`src/rtl/seqdet_pkg.sv`:
```
package seqdet_pkg;

  localparam int unsigned BCD_W   = 4;
  localparam int unsigned MAX_PAT = 32;

  // Join two decimal digits into a BCD pattern; tens digit in the upper nibble
  // so that it is shifted out first when the pattern is read MSB first.
  function automatic logic [2*BCD_W-1:0] bcd_pair(input int unsigned hi,
                                                 input int unsigned lo);
    logic [BCD_W-1:0] h;
    logic [BCD_W-1:0] l;
    h = BCD_W'(hi);
    l = BCD_W'(lo);
    return {h, l};
  endfunction

  // Next matched-bit count after k bits matched and bit b arrives.
  // Stream position m of the pattern is pat[len-1-m].
  function automatic int unsigned next_count(input logic [MAX_PAT-1:0] pat,
                                             input int unsigned len,
                                             input int unsigned k,
                                             input logic b);
    int unsigned best;
    int unsigned m;
    logic        ok;
    logic        s;
    best = 0;
    for (int unsigned cand = 1; cand <= MAX_PAT; cand++) begin
      if (cand <= k + 1 && cand <= len) begin
        ok = 1'b1;
        for (int unsigned j = 0; j < MAX_PAT; j++) begin
          if (j < cand) begin
            m = k + 1 - cand + j;
            s = (m < k) ? pat[len-1-m] : b;
            if (s != pat[len-1-j]) ok = 1'b0;
          end
        end
        if (ok) best = cand;
      end
    end
    return best;
  endfunction

endpackage

```
`src/rtl/seqdet_trans.sv`:
```
module seqdet_trans #(
  parameter int unsigned PAT_W   = 8,
  parameter int unsigned ST_W    = 4,
  parameter logic [PAT_W-1:0] PATTERN = '0
) (
  input  logic [ST_W-1:0] cur,
  input  logic            in_bit,
  output logic [ST_W-1:0] nxt,
  output logic            full
);
  localparam int unsigned N_ENT = 2 * (PAT_W + 1);
  localparam int unsigned IDX_W = ST_W + 1;

  logic [ST_W-1:0]  tbl [N_ENT];
  logic [IDX_W-1:0] idx;

  // One entry per (matched count, incoming bit), fixed at elaboration
  for (genvar k = 0; k <= PAT_W; k++) begin : g_state
    for (genvar b = 0; b < 2; b++) begin : g_bit
      localparam int unsigned NXT = seqdet_pkg::next_count(
          seqdet_pkg::MAX_PAT'(PATTERN), PAT_W, k, 1'(b));
      assign tbl[2*k+b] = ST_W'(NXT);
    end
  end

  assign idx = {cur, in_bit};

  always_comb begin
    nxt = '0;
    if (int'(idx) < N_ENT) nxt = tbl[idx];
  end

  assign full = (nxt == ST_W'(PAT_W));

endmodule

```
`src/rtl/seqdet_state.sv`:
```
module seqdet_state #(
  parameter int unsigned ST_W = 4
) (
  input  logic            clk,
  input  logic            rst,
  input  logic            adv,
  input  logic [ST_W-1:0] d,
  output logic [ST_W-1:0] q
);
  always_ff @(posedge clk) begin
    if (rst)      q <= '0;
    else if (adv) q <= d;
  end
endmodule

```
`src/rtl/seqdet_bcd.sv`:
```
module seqdet_bcd #(
  parameter int unsigned DIGIT_HI = 8,
  parameter int unsigned DIGIT_LO = 5
) (
  input  logic clk,
  input  logic rst,
  input  logic in_bit,
  input  logic in_valid,
  output logic match
);
  localparam int unsigned PAT_W = 2 * seqdet_pkg::BCD_W;
  localparam int unsigned ST_W  = $clog2(PAT_W + 1);
  localparam logic [PAT_W-1:0] PATTERN = seqdet_pkg::bcd_pair(DIGIT_HI, DIGIT_LO);

  if (DIGIT_HI > 9) begin : g_bad_hi
    $error("seqdet_bcd: DIGIT_HI must be a decimal digit");
  end
  if (DIGIT_LO > 9) begin : g_bad_lo
    $error("seqdet_bcd: DIGIT_LO must be a decimal digit");
  end

  logic [ST_W-1:0] state;
  logic [ST_W-1:0] state_nxt;
  logic            hit;

  seqdet_trans #(.PAT_W(PAT_W), .ST_W(ST_W), .PATTERN(PATTERN)) u_trans (
    .cur(state), .in_bit(in_bit), .nxt(state_nxt), .full(hit)
  );

  seqdet_state #(.ST_W(ST_W)) u_state (
    .clk(clk), .rst(rst), .adv(in_valid), .d(state_nxt), .q(state)
  );

  // Flag aligned with the completing bit (Mealy)
  assign match = in_valid & hit;

  // Shadow history of accepted bits for the checks below
  logic [PAT_W-2:0] ast_hist;
  logic [ST_W-1:0]  ast_seen;
  always_ff @(posedge clk) begin
    if (rst) begin
      ast_hist <= '0;
      ast_seen <= '0;
    end else if (in_valid) begin
      ast_hist <= {ast_hist[PAT_W-3:0], in_bit};
      if (ast_seen < ST_W'(PAT_W)) ast_seen <= ast_seen + 1'b1;
    end
  end

  AST_STATE_LEGAL: assert property (@(posedge clk) disable iff (rst)
    state <= ST_W'(PAT_W));
  AST_NO_FALSE_HIT: assert property (@(posedge clk) disable iff (rst)
    match |-> ({ast_hist, in_bit} == PATTERN && ast_seen >= ST_W'(PAT_W - 1)));
  AST_NO_MISSED_HIT: assert property (@(posedge clk) disable iff (rst)
    (in_valid && ast_seen >= ST_W'(PAT_W - 1) && {ast_hist, in_bit} == PATTERN) |-> match);
  AST_IDLE_HOLDS: assert property (@(posedge clk) disable iff (rst)
    !in_valid |=> $stable(state));
  AST_RESET_CLEARS: assert property (@(posedge clk)
    rst |=> (state == '0));

endmodule

```
`config.mk`:
```
export PLATFORM = sky130hd
export DESIGN_NAME = seqdet_bcd
export DESIGN_NICKNAME = d
export VERILOG_FILES = /design/src/rtl/seqdet_pkg.sv /design/src/rtl/seqdet_trans.sv /design/src/rtl/seqdet_state.sv /design/src/rtl/seqdet_bcd.sv
export SDC_FILE = /design/constraint.sdc
export NUM_CORES = 1
export LEC_CHECK = 0
export BUFFER_PORTS_ARGS = -buffer_cell sky130_fd_sc_hd__buf_4
export CAP_MARGIN = 25
export CORE_AREA = 5 5 42 44
export DETAILED_ROUTE_END_ITERATION = 7
export DIE_AREA = 0 0 47 49
export GPL_TIMING_DRIVEN = 0
export SETUP_SLACK_MARGIN = 0.02
export SLEW_MARGIN = 10
export SYNTH_ARGS = -nofsm -noshare
export SYNTH_HDL_FRONTEND = slang
export SYNTH_SLANG_ARGS = --single-unit
```
`constraint.sdc`:
```
create_clock -name clk -period 5.8 [get_ports clk]
set_input_delay 1.74 -clock clk [delete_from_list [all_inputs] [get_ports clk]]
set_output_delay 1.74 -clock clk [all_outputs]
set_load 0.02 [all_outputs]
```
; After elaboration in Yosys (flattened, before gate mapping)
; Memory sizes are Yosys's and may differ from the RTL's.
; Index checks and enable logic that the tools add are counted.
[totals]
regBits = 4
romBits = 128
word_cells = 10
mem_count = 1
[op_classes]
magnitude_cmp = 2
n_eq_ne = 1
mux = 3
n_bitwise = 2
[memory_table]
columns = memory, depth, width, read_ports, rd_ports_with_merged_regs, write_ports, line_no
row1 = (name not given), 32, 4, 1, 0, 0, seqdet_trans.sv:30  ; if (int'(idx) < N_ENT) nxt = tbl[idx];
[op_table]
columns = operator, n
row1 = 4-bit 2-to-1 mux, 3
row2 = 6-bit >= comparator (second input constant), 1
row3 = 5-bit inverter with 6-bit output, 1
row4 = 5-bit less-than comparator (second input constant), 1
row5 = 4-bit == test (second input constant), 1
row6 = 1-bit AND, 1

; Longest topological paths before layout
[depth]
ltp_word = 7
depth_mapped = 5
ltp_nobuf = 5

; Cells and area by module
; A second synthesis with hierarchy kept.
[hier_totals]
cells_unflattened = 43
area_unflattened_um2 = 375.4
[by_module_without_submodules]
columns = module, instances, cells_each, area_each_um2
row1 = seqdet_trans, 1, 29, 229.0
row2 = seqdet_state, 1, 13, 140.1
row3 = seqdet_bcd, 1, 1, 6.3

; Worst setup path after synthesis
; OpenSTA, ideal clock, no wires.
[synth_path]
path_kind = input to output
from = in in_bit
to = out match
arrival_ps = 2815
path_slack_ps = 1245
path_stages = 5
path_buffers = 0
path_cell_list = inv_1 > ha_1 > nand2_1 > a32o_1 > nor4b_2
[synth_between]
elab_chain_len = 7
[synth_lines]
columns = item, line_no
row1 = "start, declared", seqdet_bcd.sv:7  ; input logic in_bit,
row2 = 5-bit inverter with 6-bit output (implied by the code), seqdet_trans.sv:30
row3 = memory read 32 x 4 bit, -
row4 = 4-bit 2-to-1 mux (implied by the code) (2 in series), seqdet_trans.sv:30
row5 = 4-bit 2-to-1 mux *, seqdet_trans.sv:30
row6 = 4-bit == test *, seqdet_trans.sv:33  ; assign full = (nxt == ST_W'(PAT_W));
row7 = 1-bit AND *, seqdet_bcd.sv:35  ; assign match = in_valid & hit;
row8 = "end, declared", seqdet_bcd.sv:9  ; output logic match
; Every way passes the cells marked *; elsewhere a longest branch is shown, timed or not. The select of a mux whose other input is x is not followed.

; Worst setup path in the final report
; Same ends and word-level chain as after synthesis.

==> insert_results.sql <==
INSERT INTO impl_metrics (metric_group, metric, value, unit) VALUES
('global_route', 'grt_antenna_before_repair', '0', ''),
('layout', 'largest_reg_by_ff_count', 'u_state.q', ''),
('global_route', 'maximum_number_of_pins_on_one_net_before_global_route_repair', '11', ''),
('power', 'power_per_cell_area', '182.3', 'mW/mm^2'),
('global_route', 'first_global_vias', '313', ''),
('critical_path', 'arrival', '2.95', 'ns'),
('detailed_routing', 'detailed_route_wire_length_per_cell', '10.97', 'um'),
('clocking', 'postCtsSetupRepairBufs', '0', ''),
('synth', 'synth-seq-area-share', '21.55', '%'),
('timing', 'fin_tns_setup', '0', 'ns'),
('timing', 'fin_worst_skew', '0.0003096', 'ns'),
('clocking', 'htree_num_levels', '1', ''),
('synth', 'syn-mean-instance-area', '9.064', 'um^2'),
('detailed_routing', 'detail-route-antenna-nets', '0', ''),
('floorplanning', 'area_enclosed_by_the_die_boundary', '0.002303', 'mm^2'),
('clocking', 'cts_made_buffers', '3', ''),
('floorplanning', 'floorplan.initialDensity', '26.52', '%'),
('critical_path', 'cp_slowest_stage_delay', '0.27', 'ns'),
('critical_path', 'end_kind', 'output pin', ''),
('timing', 'final_max_slew_viol_count', '0', ''),
('layout', 'post_route_cells_drive_above_1_share', '20.83', '%'),
('critical_path', 'worst-path-stages', '7', ''),
('job', 'cap_viol_max_count', '0', ''),
('layout', 'areaGrowthSynthToFinish', '19.53', '%'),
('floorplanning', 'chipWidth', '47', 'um'),
('clocking', 'tritoncts', 'yes', ''),
('clocking', 'count_of_cells_resized_by_post_cts_repair', '0', ''),
('layout', 'antennaDiodeCount', '0', ''),
('detailed_routing', 'route.final.wire_length', '702', 'um'),
('timing', 'final_min_period_over_clock_period', '80.87', '%'),
('critical_path', 'crit_path_cell_trace', 'buf_4 > inv_1 > ha_1 > nand2_1 > a32o_1 > nor4b_2 > buf_4', ''),
('synth', 'cell_area_synth', '371.6', 'um^2'),
('critical_path', 'startpoint_of_the_lowest_slack_register_to_register_path', 'u_state.q[0]', ''),
('global_route', 'grt_pass1_wl', '1283', 'um'),
('detailed_routing', 'viasPerCell', '5.172', ''),
('power', 'power.share.combinational', '18.7', '%'),
('clocking', 'hold_buffers', '0', ''),
('timing', 'relative_slew_slack', '80.28', '%'),
('min_path', 'hold_path_end', 'u_state.q[3]', ''),
('power', 'share_clk_of_total_power', '43.8', '%'),
('detailed_routing', 'drt_iter0_markers', '8', ''),
('timing', 'hold_viol', '0', ''),
('critical_path', 'length_in_cells_of_the_worst_reg_to_reg_path', '5', ''),
('clocking', 'root_buffer', 'sky130_fd_sc_hd__clkbuf_4', ''),
('detailed_routing', 'detailroute.via_count', '331', ''),
('power', 'internal-power', '0.05940', 'mW'),
('power', 'sequentialPowerShare', '37.5', '%'),
('clocking', 'numClockSinks', '4', ''),
('min_path', 'hold_path_origin', 'u_state.q[3]', ''),
('power', 'total_power', '0.08099', 'mW'),
('placed_design', 'port-buffer-count', '4', ''),
('timing', 'setup_viol', '0', ''),
('floorplanning', 'ios', '5', ''),
('clocking', 'cts-root-to-sink-buffers', '2', ''),
('timing', 'fmax', '213.2', 'MHz'),
('status', 'run_status', 'completed', ''),
('detailed_routing', 'detailedRoute.firstPassIterationCount', '4', ''),
('critical_path', 'worst_path_most_repeated_cell', 'sky130_fd_sc_hd__buf_4', ''),
('critical_path', 'critical_path_required', '4.06', 'ns'),
('floorplanning', 'num_rows', '14', ''),
('global_route', 'grt_usage', '7.741', '%'),
('synth', 'synth_seq_cells', '4', ''),
('min_path', 'whs_path_depth', '2', ''),
('critical_path', 'timing_worst_setup_path_type', 'in2out', ''),
('global_route', 'grt_overflow_total', '0', ''),
('critical_path', 'crit_path_start_kind', 'primary input', ''),
('critical_path', 'crit_slowest_cell', 'sky130_fd_sc_hd__a32o_1', ''),
('synth', 'syn-instance-count', '41', ''),
('critical_path', 'crit_path_start', 'in_bit', ''),
('power', 'p_sw', '0.02159', 'mW'),
('placed_design', 'dp_hpwl', '515.5', 'um');
## logic make-up (layout without fill, tap and decap cells)
family	after synthesis	after routing	synth area share, %
compound gates	9	9	18.52
mux	2	2	5.724
flops	4	4	21.55
simple gates	17	17	28.96
buf+inv	3	10	5.051
fa+ha+maj	6	6	20.20
## layout by cell type, fill, tap and decap left out, types with 2 or more instances in the layout
| cell | netlist | routed |
|---|---|---|
| sky130_fd_sc_hd__ha_1 | 6 | 6 |
| sky130_fd_sc_hd__nor2_1 | 4 | 4 |
| sky130_fd_sc_hd__buf_4 | 0 | 4 |
| sky130_fd_sc_hd__dfxtp_1 | 4 | 4 |
| sky130_fd_sc_hd__nand2b_1 | 3 | 3 |
| sky130_fd_sc_hd__clkbuf_4 | 0 | 3 |
| sky130_fd_sc_hd__inv_1 | 2 | 2 |
| sky130_fd_sc_hd__nand2_1 | 2 | 2 |
| sky130_fd_sc_hd__and2_1 | 2 | 2 |
| sky130_fd_sc_hd__nand3_1 | 2 | 2 |
| sky130_fd_sc_hd__nor4b_2 | 2 | 2 |
| sky130_fd_sc_hd__a311oi_1 | 2 | 2 |
## worst max path at each step
stage / to / slack, ns
2_1_floorplan: match / 1.25
3_3_place_gp: match / 1.11
3_5_place_dp: match / 1.12
4_1_cts: match / 1.11
5_1_grt: match / 1.0
6_report: match / 1.11
## power by group through the flow
stage | Sequential [mW] | Combinational (mW) | Clock (mW)
2_1_floorplan | 0.0305 | 0.0106 | 0
3_3_place_gp | 0.0309 | 0.0150 | 0
3_5_place_dp | 0.0309 | 0.0151 | 0
4_1_cts | 0.0304 | 0.0151 | 0.0363
5_1_grt | 0.0306 | 0.0170 | 0.0411
6_report | 0.0304 | 0.0151 | 0.0355
## stage by stage
step / util, % / hold slack (ns) / instances / cell area [um^2] / setup slack [ns]
3_3_place_gp: 30.09 / 0.4839 / 61 / 421.7 / 1.111
6_report: 31.70 / 0.5012 / 64 / 444.2 / 1.110
4_1_cts: 31.70 / 0.4986 / 64 / 444.2 / 1.108
2_1_floorplan: - / 0.4602 / 41 / 371.6 / 1.245
5_1_grt: 31.70 / 0.5495 / 64 / 444.2 / 0.9962
3_5_place_dp: 30.09 / 0.4887 / 61 / 421.7 / 1.115
## worst register-to-register path, stage by stage, from the launching register on
cell	delay, ns
sky130_fd_sc_hd__dfxtp_1	0.48
sky130_fd_sc_hd__inv_1	0.11
sky130_fd_sc_hd__ha_1	0.22
sky130_fd_sc_hd__mux2_1	0.31
sky130_fd_sc_hd__a22oi_1	0.19
sky130_fd_sc_hd__a311oi_1	0.11
## per-layer routing
| layer | vias up | GRT usage [%] | routed length (um) |
|---|---|---|---|
| met2 | 8 | 9.729 | 332 |
| li1 | 168 | - | - |
| met4 | 0 | 6.912 | 0 |
| met3 | 0 | 2.214 | 19 |
| met5 | - | 0 | 0 |
| met1 | 155 | 10.09 | 350 |
## cell usage after synthesis
library cell | n | area [um^2]
sky130_fd_sc_hd__o221ai_1 | 1 | 8.760
sky130_fd_sc_hd__a311oi_1 | 2 | 17.52
sky130_fd_sc_hd__mux2i_1 | 1 | 10.01
sky130_fd_sc_hd__inv_1 | 2 | 7.510
sky130_fd_sc_hd__or2_1 | 1 | 6.260
sky130_fd_sc_hd__ha_1 | 6 | 75.07
sky130_fd_sc_hd__buf_6 | 1 | 11.26
sky130_fd_sc_hd__a32o_1 | 1 | 10.01
sky130_fd_sc_hd__nor4b_2 | 2 | 30.03
sky130_fd_sc_hd__nor2_1 | 4 | 15.01
sky130_fd_sc_hd__a21oi_1 | 1 | 5.000
sky130_fd_sc_hd__o21ai_1 | 1 | 5.000
sky130_fd_sc_hd__nand3_1 | 2 | 10.01
sky130_fd_sc_hd__and2b_1 | 1 | 7.510
sky130_fd_sc_hd__nand2_1 | 2 | 7.510
sky130_fd_sc_hd__and2_1 | 2 | 12.51
sky130_fd_sc_hd__mux2_1 | 1 | 11.26
sky130_fd_sc_hd__a22oi_1 | 1 | 7.510
sky130_fd_sc_hd__a32oi_1 | 1 | 8.760
sky130_fd_sc_hd__a31oi_1 | 1 | 6.260
sky130_fd_sc_hd__dfxtp_1 | 4 | 80.08
sky130_fd_sc_hd__nand2b_1 | 3 | 18.77
## layout make-up
cell class	instances	area [um^2]
timing repair buffer	4	30.03
multi-input combinational	34	272.8
fill	142	957.2
clock buffer	3	22.52
tap	16	20.02
sequential	4	80.08
buffer	1	11.26
inverter	2	7.507
Power figures use the tool's default switching activity.
